File: config.mk
export PLATFORM = sky130hd
export DESIGN_NAME = segWalker
export DESIGN_NICKNAME = d
export VERILOG_FILES = /design/src/rtl/segWalkerPkg.sv /design/src/rtl/segWalkerDp.sv /design/src/rtl/segWalkerCtl.sv /design/src/rtl/segWalker.sv
export SDC_FILE = /design/constraint.sdc
export NUM_CORES = 1
export LEC_CHECK = 0
export BUFFER_PORTS_ARGS = -buffer_cell sky130_fd_sc_hd__buf_2
export CORE_MARGIN = 3
export CORE_UTILIZATION = 40
export CTS_CLUSTER_DIAMETER = 200
export CTS_CLUSTER_SIZE = 20
export DETAILED_ROUTE_END_ITERATION = 16
export GPL_TIMING_DRIVEN = 1
export PLACE_DENSITY = 0.69
export RECOVER_POWER = 100
export SYNTH_ARGS = -nofsm -noshare
export SYNTH_HDL_FRONTEND = slang
export SYNTH_HIERARCHICAL = 1
export SYNTH_SLANG_ARGS = --single-unit
File: constraint.sdc
create_clock -name clk -period 8.1 [get_ports clk]
set_clock_uncertainty 0.15 [all_clocks]
set_input_delay 1.62 -clock clk [delete_from_list [all_inputs] [get_ports clk]]
set_output_delay 1.62 -clock clk [all_outputs]
set_load 0.02 [all_outputs]
File: src/rtl/segWalkerPkg.sv
package segWalkerPkg;
  localparam int WORD_W = 32;
  localparam int IDX_W  = 13;

  localparam logic [1:0] ACC_READ    = 2'd0;
  localparam logic [1:0] ACC_WRITE   = 2'd1;
  localparam logic [1:0] ACC_FETCH   = 2'd2;
  localparam logic [1:0] ACC_FETCHAD = 2'd3;

  localparam logic [3:0] FLT_NONE    = 4'd0;
  localparam logic [3:0] FLT_TBLLEN  = 4'd1;
  localparam logic [3:0] FLT_BADSD   = 4'd2;
  localparam logic [3:0] FLT_HOPS    = 4'd3;
  localparam logic [3:0] FLT_MISSMEM = 4'd4;
  localparam logic [3:0] FLT_SEGNP   = 4'd5;
  localparam logic [3:0] FLT_PDTNP   = 4'd6;
  localparam logic [3:0] FLT_SEGOFF  = 4'd7;
  localparam logic [3:0] FLT_PDTLEN  = 4'd8;
  localparam logic [3:0] FLT_ACCESS  = 4'd9;
  localparam logic [3:0] FLT_PGWRITE = 4'd10;
  localparam logic [3:0] FLT_PGNP    = 4'd11;

  typedef struct packed {
    logic capture;
    logic takeCache;
    logic loadCtl;
    logic loadAddr;
    logic hop;
    logic pdtPtr;
    logic loadPd;
    logic buildPd;
    logic hiSel;
    logic finish;
  } strobeT;

  typedef struct packed {
    logic segTooBig;
    logic sdValid;
    logic sdIndirect;
    logic sdPresent;
    logic sdContig;
    logic hopsFull;
    logic permOk;
    logic pageOver;
    logic offOver;
    logic isWrite;
    logic pdWp;
    logic pdPresent;
  } statusT;

  function automatic logic permits(logic [1:0] perm, logic [1:0] acc);
    case (perm)
      2'd0:    permits = 1'b0;
      2'd1:    permits = (acc == ACC_FETCHAD);
      2'd2:    permits = (acc == ACC_READ) || (acc == ACC_FETCHAD);
      default: permits = 1'b1;
    endcase
  endfunction
endpackage

File: src/rtl/segWalkerDp.sv
module segWalkerDp
  import segWalkerPkg::*;
#(
  parameter int MAX_HOPS = 3,
  parameter int SECTIONS = 4
) (
  input  logic                           clk,
  input  logic                           rstN,
  input  logic [WORD_W-1:0]              va,
  input  logic [1:0]                     accKind,
  input  logic [SECTIONS-1:0][WORD_W-1:0] secBaseTbl,
  input  logic [SECTIONS-1:0][IDX_W-1:0]  secLenTbl,
  input  logic [WORD_W-1:0]              sdcCtl,
  input  logic [WORD_W-1:0]              sdcAddr,
  input  logic [WORD_W-1:0]              memData,
  input  strobeT                         sb,
  input  logic [3:0]                     faultCode,
  output statusT                         st,
  output logic [WORD_W-1:0]              memAddr,
  output logic                           done,
  output logic [3:0]                     fault,
  output logic [WORD_W-1:0]              pdOut,
  output logic [WORD_W-1:0]              sdCtlOut,
  output logic [WORD_W-1:0]              sdAddrOut,
  output logic                           sdWr,
  output logic                           pdWr
);
  localparam int HOP_W = $clog2(MAX_HOPS + 1);
  localparam int SEC_W = (SECTIONS > 1) ? $clog2(SECTIONS) : 1;

  logic [16:0]       vaQ;
  logic [1:0]        accQ;
  logic [WORD_W-1:0] ptrQ, ctlQ, addrQ, pdQ;
  logic [HOP_W-1:0]  hopQ;
  logic              fromMemQ;

  logic [SEC_W-1:0]  secSel;
  logic [IDX_W-1:0]  segIdx;
  logic [5:0]        pageIdx;

  assign secSel  = SEC_W'(va[31:30]);
  assign segIdx  = va[29:17];
  assign pageIdx = vaQ[16:11];

  always_ff @(posedge clk) begin
    if (!rstN) begin
      vaQ <= '0; accQ <= ACC_READ; ptrQ <= '0; ctlQ <= '0; addrQ <= '0;
      pdQ <= '0; hopQ <= '0; fromMemQ <= 1'b0;
    end else begin
      if (sb.capture) begin
        vaQ      <= va[16:0];
        accQ     <= (accKind == ACC_FETCH) ? ACC_FETCHAD : accKind;
        ptrQ     <= secBaseTbl[secSel] + WORD_W'({segIdx, 3'b000});
        hopQ     <= '0;
        fromMemQ <= 1'b1;
      end
      if (sb.takeCache) begin
        ctlQ     <= sdcCtl;
        addrQ    <= sdcAddr;
        fromMemQ <= 1'b0;
      end
      if (sb.loadCtl)  ctlQ  <= memData;
      if (sb.loadAddr) addrQ <= memData;
      if (sb.hop) begin
        hopQ <= hopQ + HOP_W'(1);
        ptrQ <= addrQ;
      end
      if (sb.pdtPtr)  ptrQ <= addrQ + WORD_W'({pageIdx, 2'b00});
      if (sb.loadPd)  pdQ  <= memData;
      if (sb.buildPd)
        pdQ <= ((addrQ & 32'hFFFF_F800) + WORD_W'({pageIdx, 11'b0}))
             | {26'b0, ctlQ[23], 3'b000, ctlQ[22], 1'b1};
    end
  end

  always_ff @(posedge clk) begin
    if (!rstN) begin
      done <= 1'b0; fault <= FLT_NONE; pdOut <= '0; sdCtlOut <= '0;
      sdAddrOut <= '0; sdWr <= 1'b0; pdWr <= 1'b0;
    end else begin
      done <= sb.finish;
      sdWr <= sb.finish && (faultCode == FLT_NONE) && fromMemQ;
      pdWr <= sb.finish && (faultCode == FLT_NONE);
      if (sb.finish) begin
        fault     <= faultCode;
        pdOut     <= pdQ;
        sdCtlOut  <= ctlQ;
        sdAddrOut <= addrQ;
      end
    end
  end

  assign memAddr = ptrQ + (sb.hiSel ? WORD_W'(4) : WORD_W'(0));

  always_comb begin
    st.segTooBig  = segIdx > secLenTbl[secSel];
    st.sdValid    = ctlQ[6];
    st.sdIndirect = ctlQ[7];
    st.sdPresent  = ctlQ[0];
    st.sdContig   = ctlQ[2];
    st.hopsFull   = (hopQ == HOP_W'(MAX_HOPS));
    st.permOk     = permits(ctlQ[25:24], accQ);
    st.pageOver   = pageIdx > ctlQ[20:15];
    st.offOver    = vaQ > {ctlQ[20:10], 6'h3f};
    st.isWrite    = (accQ == ACC_WRITE);
    st.pdWp       = pdQ[4];
    st.pdPresent  = pdQ[0];
  end
endmodule

File: src/rtl/segWalkerCtl.sv
module segWalkerCtl
  import segWalkerPkg::*;
(
  input  logic       clk,
  input  logic       rstN,
  input  logic       start,
  input  logic       sdcHit,
  input  logic       memValid,
  input  statusT     st,
  output strobeT     sb,
  output logic [3:0] faultCode,
  output logic       memReq
);
  typedef enum logic [3:0] {
    S_IDLE, S_RDLO, S_WTLO, S_RDHI, S_WTHI, S_SDCHK, S_RDPD, S_WTPD, S_PDCHK
  } stateT;

  stateT state, nxt;

  always_ff @(posedge clk) begin
    if (!rstN) state <= S_IDLE;
    else       state <= nxt;
  end

  assign memReq = (state == S_RDLO) || (state == S_RDHI) || (state == S_RDPD);

  always_comb begin
    sb        = '0;
    faultCode = FLT_NONE;
    nxt       = state;
    case (state)
      S_IDLE: if (start) begin
        sb.capture = 1'b1;
        if (st.segTooBig)  faultCode = FLT_TBLLEN;
        else if (sdcHit) begin sb.takeCache = 1'b1; nxt = S_SDCHK; end
        else               nxt = S_RDLO;
      end
      S_RDLO: nxt = S_WTLO;
      S_WTLO: if (memValid) begin sb.loadCtl = 1'b1; nxt = S_RDHI; end
      S_RDHI: begin sb.hiSel = 1'b1; nxt = S_WTHI; end
      S_WTHI: if (memValid) begin sb.loadAddr = 1'b1; nxt = S_SDCHK; end
      S_SDCHK: begin
        if (!st.sdValid) faultCode = FLT_BADSD;
        else if (st.sdIndirect) begin
          if (st.hopsFull)     faultCode = FLT_HOPS;
          else if (!st.permOk) faultCode = FLT_MISSMEM;
          else begin sb.hop = 1'b1; nxt = S_RDLO; end
        end
        else if (!st.sdPresent) faultCode = st.sdContig ? FLT_SEGNP : FLT_PDTNP;
        else if (st.sdContig) begin
          if (st.pageOver)     faultCode = FLT_SEGOFF;
          else if (!st.permOk) faultCode = FLT_ACCESS;
          else begin sb.buildPd = 1'b1; nxt = S_PDCHK; end
        end
        else if (st.offOver) faultCode = FLT_PDTLEN;
        else begin sb.pdtPtr = 1'b1; nxt = S_RDPD; end
      end
      S_RDPD: nxt = S_WTPD;
      S_WTPD: if (memValid) begin sb.loadPd = 1'b1; nxt = S_PDCHK; end
      S_PDCHK: begin
        if (st.isWrite && st.pdWp) faultCode = FLT_PGWRITE;
        else if (!st.pdPresent)    faultCode = FLT_PGNP;
        else begin sb.finish = 1'b1; nxt = S_IDLE; end
      end
      default: nxt = S_IDLE;
    endcase
    if (faultCode != FLT_NONE) begin
      sb.finish = 1'b1;
      nxt       = S_IDLE;
    end
  end
endmodule

File: src/rtl/segWalker.sv
module segWalker
  import segWalkerPkg::*;
#(
  parameter int MAX_HOPS = 3,
  parameter int SECTIONS = 4
) (
  input  logic                            clk,
  input  logic                            rstN,
  input  logic                            start,
  input  logic [31:0]                     va,
  input  logic [1:0]                      accKind,
  input  logic [SECTIONS-1:0][31:0]       secBaseTbl,
  input  logic [SECTIONS-1:0][12:0]       secLenTbl,
  input  logic                            sdcHit,
  input  logic [31:0]                     sdcCtl,
  input  logic [31:0]                     sdcAddr,
  output logic                            memReq,
  output logic [31:0]                     memAddr,
  input  logic                            memValid,
  input  logic [31:0]                     memData,
  output logic                            done,
  output logic [3:0]                      fault,
  output logic [31:0]                     pdOut,
  output logic [31:0]                     sdCtlOut,
  output logic [31:0]                     sdAddrOut,
  output logic                            sdWr,
  output logic                            pdWr
);
  strobeT     sb;
  statusT     st;
  logic [3:0] faultCode;

  segWalkerCtl u_ctl (
    .clk(clk), .rstN(rstN), .start(start), .sdcHit(sdcHit), .memValid(memValid),
    .st(st), .sb(sb), .faultCode(faultCode), .memReq(memReq)
  );

  segWalkerDp #(.MAX_HOPS(MAX_HOPS), .SECTIONS(SECTIONS)) u_dp (
    .clk(clk), .rstN(rstN), .va(va), .accKind(accKind),
    .secBaseTbl(secBaseTbl), .secLenTbl(secLenTbl),
    .sdcCtl(sdcCtl), .sdcAddr(sdcAddr), .memData(memData),
    .sb(sb), .faultCode(faultCode), .st(st), .memAddr(memAddr),
    .done(done), .fault(fault), .pdOut(pdOut), .sdCtlOut(sdCtlOut),
    .sdAddrOut(sdAddrOut), .sdWr(sdWr), .pdWr(pdWr)
  );
endmodule

==> run_summary.xml <==
<?xml version="1.0" encoding="UTF-8"?>
<metrics>
  <group name="yosys">
    <metric name="synth_most_common_cell" unit="">sky130_fd_sc_hd__nor2_1</metric>
    <metric name="synth_top_cells_by_area" unit="">sky130_fd_sc_hd__dfxtp_1 34%, sky130_fd_sc_hd__mux2i_1 13%, sky130_fd_sc_hd__nor2_1 8.1%, sky130_fd_sc_hd__mux4_2 5.9%, sky130_fd_sc_hd__a21oi_1 4.6%</metric>
    <metric name="synth-warning-count" unit="">6</metric>
    <metric name="ys_async_sr_fraction" unit="">0</metric>
    <metric name="synthDominantAreaCellType" unit="">sky130_fd_sc_hd__dfxtp_1</metric>
    <metric name="number_of_enable_type_register_cells_in_the_synthesized_netlist" unit="">0</metric>
    <metric name="post-synth-top-area-fraction" unit="">0.336</metric>
    <metric name="synth.lib_cells_used.distinct" unit="">86</metric>
    <metric name="synthFlopType" unit="">sky130_fd_sc_hd__dfxtp_1</metric>
    <metric name="postSynthAreaPerCell" unit="um2">8.77</metric>
    <metric name="synthCells" unit="">1744</metric>
    <metric name="yosysSeqAreaShare" unit="">0.336</metric>
    <metric name="synth_nets" unit="">2117</metric>
    <metric name="synth-seq-cells" unit="">257</metric>
    <metric name="synth.cells.most_frequent" unit="">329 x sky130_fd_sc_hd__nor2_1, 257 x sky130_fd_sc_hd__dfxtp_1, 204 x sky130_fd_sc_hd__mux2i_1, 141 x sky130_fd_sc_hd__a21oi_1</metric>
    <metric name="syn_area" unit="mm2">0.0153</metric>
  </group>
  <group name="power_and_ir_drop">
    <metric name="power_leakage" unit="nW">7.27</metric>
    <metric name="report.power.total" unit="mW">3.93</metric>
    <metric name="power_switching" unit="mW">1.51</metric>
    <metric name="clock_power_share" unit="">0.207</metric>
    <metric name="p_comb_frac" unit="">0.379</metric>
    <metric name="power_density" unit="mW/mm2">218</metric>
    <metric name="share_seq_of_total_power" unit="">0.415</metric>
    <metric name="ir_drop" unit="mV">0.133</metric>
    <metric name="power.internal" unit="mW">2.42</metric>
    <metric name="sw_frac_of_total" unit="">0.385</metric>
  </group>
  <group name="timing">
    <metric name="time_the_worst_path_needs_with_i_o_delays_and_setup" unit="ns">6.37</metric>
    <metric name="setup_viol_count_final" unit="">0</metric>
    <metric name="final_max_slew_viol_count" unit="">59</metric>
    <metric name="fin_setup_tns" unit="ns">0</metric>
    <metric name="slew-limit-headroom" unit="">-0.888</metric>
    <metric name="grt_setup_unrepaired" unit="">no</metric>
    <metric name="max_slew.worst_pin.slew" unit="ns">2.83</metric>
    <metric name="hold_violations" unit="">0</metric>
    <metric name="period_share" unit="">0.787</metric>
    <metric name="fmax" unit="MHz">157</metric>
  </group>
  <group name="clocking">
    <metric name="worst_setup_hold_path_clk_slew" unit="ns">0.08</metric>
    <metric name="clock_tree_from_tritoncts" unit="">built</metric>
    <metric name="worst_skew_pair.late_latency" unit="ns">0.51</metric>
    <metric name="cts-htree-levels" unit="">1</metric>
    <metric name="cts_resized" unit="">0</metric>
    <metric name="max-clock-path-buffers" unit="">3</metric>
    <metric name="cts-hold-fix-buffers" unit="">0</metric>
    <metric name="clock_sinks" unit="">257</metric>
    <metric name="library_cell_used_as_clock_root_buffer" unit="">sky130_fd_sc_hd__clkbuf_16</metric>
    <metric name="number_of_buffers_inserted_during_clock_tree_synthesis" unit="">16</metric>
    <metric name="post_cts.repair.setup_buffers" unit="">0</metric>
  </group>
  <group name="drt">
    <metric name="antenna_left" unit="">0</metric>
    <metric name="detail_route.first_pass.iterations" unit="">5</metric>
    <metric name="drtIter0Drc" unit="">1021</metric>
    <metric name="route.detailed.vias_per_inst" unit="">5.54</metric>
    <metric name="wirelength" unit="mm">55.1</metric>
    <metric name="drt_drc_violations_left" unit="">0</metric>
    <metric name="drt-wirelength-per-cell" unit="um">21.1</metric>
    <metric name="detailroute.via_count" unit="">14500</metric>
  </group>
  <group name="cells_and_area">
    <metric name="final_net_count" unit="">2475</metric>
    <metric name="layout-area-overhead-vs-synth" unit="%">18.1</metric>
    <metric name="layout-drive-gt1-share" unit="">0.207</metric>
    <metric name="fillCellCount" unit="">3725</metric>
  </group>
  <group name="floorplan">
    <metric name="core-area" unit="mm2">0.0371</metric>
    <metric name="floorplan.initialDensity" unit="">0.412</metric>
    <metric name="core_rows" unit="">70</metric>
    <metric name="dieArea" unit="mm2">0.0406</metric>
    <metric name="io_pins" unit="">451</metric>
    <metric name="die_width" unit="um">202</metric>
    <metric name="floorplan.die.height" unit="um">202</metric>
  </group>
  <group name="placed_design">
    <metric name="routabilityCongestion" unit="">0.923</metric>
    <metric name="dp_hpwl" unit="mm">42.7</metric>
    <metric name="io_buffers" unit="">450</metric>
  </group>
  <group name="global_routing">
    <metric name="met2_usage" unit="">0.457</metric>
    <metric name="grt_first_pass_wirelength" unit="mm">83.1</metric>
    <metric name="track_usage" unit="">0.259</metric>
    <metric name="global_route_total_overflow" unit="">0</metric>
    <metric name="grt_antenna_before_repair" unit="">15</metric>
    <metric name="first_global_vias" unit="">14400</metric>
    <metric name="grt_most_used_layer" unit="">met2</metric>
    <metric name="use_met1" unit="">0.315</metric>
    <metric name="grtUsageMet3" unit="">0.0469</metric>
    <metric name="grt_start_max_net_pins" unit="">120</metric>
  </group>
  <group name="worst_setup_path">
    <metric name="worstPathRequired" unit="ns">8.30</metric>
    <metric name="arrival" unit="ns">6.57</metric>
    <metric name="path_class" unit="">input port to flip-flop</metric>
    <metric name="end_kind" unit="">flip-flop</metric>
    <metric name="setup.worst_path.start_class" unit="">input port</metric>
    <metric name="crit_path_max_fanout" unit="">39</metric>
  </group>
  <group name="status">
    <metric name="violated_checks" unit="">capacitance limit, slew limit</metric>
    <metric name="outcome" unit="">finished with violations</metric>
  </group>
  <group name="worst_hold_path">
    <metric name="worst_hold_path_type" unit="">flip-flop to flip-flop</metric>
  </group>
  <group name="flow_run">
    <metric name="max_capacitance_violation_count" unit="">2</metric>
  </group>
</metrics>
[worst max-delay path, cell delays in order]
cell	delay, ns
sky130_fd_sc_hd__buf_2	0.54
sky130_fd_sc_hd__mux4_2	0.60
sky130_fd_sc_hd__inv_1	0.08
sky130_fd_sc_hd__ha_1	0.14
sky130_fd_sc_hd__nor2b_1	0.15
sky130_fd_sc_hd__o21a_1	0.12
sky130_fd_sc_hd__o21a_1	0.11
sky130_fd_sc_hd__o21ai_0	0.07
sky130_fd_sc_hd__a21oi_1	0.14
sky130_fd_sc_hd__o21ai_0	0.10
sky130_fd_sc_hd__a21oi_1	0.76
sky130_fd_sc_hd__a2bb2oi_1	0.31
sky130_fd_sc_hd__o2111ai_4	0.29
sky130_fd_sc_hd__clkbuf_2	1.11
sky130_fd_sc_hd__mux2i_1	0.30
sky130_fd_sc_hd__nor2_1	0.07
[logic make-up after synthesis]
logic type | synth area share
and+or+nand+nor | 0.176
AOI/OAI and AO/OA | 0.134
muxes | 0.214
DFF | 0.336
buffers and inverters | 0.0492
xor gates and xnor gates | 0.0412
adders and majority gates | 0.0489
[power groups by stage]
stage	clock network [mW]	registers, mW	logic (mW)
2_1_floorplan	0	1.55	1.10
3_3_place_gp	0	1.65	1.46
3_5_place_dp	0	1.65	1.48
4_1_cts	0.835	1.62	1.49
5_1_grt	0.870	1.65	1.64
6_report	0.812	1.63	1.49
[layout by cell type (no fill, tap or decap), types with 49 or more instances in the layout]
master                     Yosys  final
sky130_fd_sc_hd__buf_2        12    317
sky130_fd_sc_hd__inv_1        51     50
sky130_fd_sc_hd__a21oi_1     141    141
sky130_fd_sc_hd__mux2i_1     204    204
sky130_fd_sc_hd__o21ai_0      73     74
sky130_fd_sc_hd__clkbuf_1     68    135
sky130_fd_sc_hd__dfxtp_1     257    257
sky130_fd_sc_hd__nor2_1      329    329
sky130_fd_sc_hd__ha_1         55     55
sky130_fd_sc_hd__xnor2_1      49     49
sky130_fd_sc_hd__nand2_1      73     73
[through the flow]
step	instances	setup WS [ns]	utilization	cell area [um2]	hold slack, ns
finish	2618	1.73	0.486	18100	0.341
floorplan	1744	2.07	-	15300	0.301
detailed placement	2588	1.79	0.479	17800	0.325
global route	2616	1.40	0.486	18100	0.360
global placement	2588	1.96	0.479	17800	0.317
CTS	2606	2.32	0.491	18200	0.341
[cell type report]
type	instances	area (um2)	share of cell area
multi-input cells	1312	9440	0.523
flip-flops and latches	257	5140	0.285
repair buffers	463	2190	0.121
well taps	504	631	0.0349
clock buffers	17	425	0.0236
inverters	52	200	0.0111
diodes	12	30.0	0.00166
clock inverters	1	5.00	0.000277
[routing by layer]
layer  routed length [um]  vias to the layer above  share of wire
li1                     -                     6882              -
met1                21800                     6901           0.40
met2                26800                      598           0.49
met3                 4060                      114          0.074
met4                 2300                       10          0.042
met5                   74                        -         0.0013
[registers in the layout, indices dropped and copies added, names as in the netlist, 2 cells and up]
| name | count |
|---|---|
| u_ctl/state | 4 |
| u_dp/fault | 4 |
| u_dp/ptrQ | 32 |
| u_dp/sdAddrOut | 32 |
| u_dp/accQ | 2 |
| u_dp/pdOut | 32 |
| u_dp/vaQ | 17 |
| u_dp/ctlQ | 32 |
| u_dp/sdCtlOut | 32 |
| u_dp/pdQ | 32 |
| u_dp/addrQ | 32 |
| u_dp/hopQ | 2 |
[worst paths after layout]
kind | start | endpoint | slack (ns) | cells past startpoint
max | va[30] | u_dp/sdAddrOut[1] | 1.73 | 16
min | u_dp/fromMemQ | u_dp/sdWr | 0.34 | 1
min reg2reg | u_dp/fromMemQ | u_dp/sdWr | 0.34 | 1
max reg2reg | u_ctl/state[0] | u_dp/ptrQ[19] | 2.17 | 8
No activity file was read; power rests on OpenSTA's default activity.
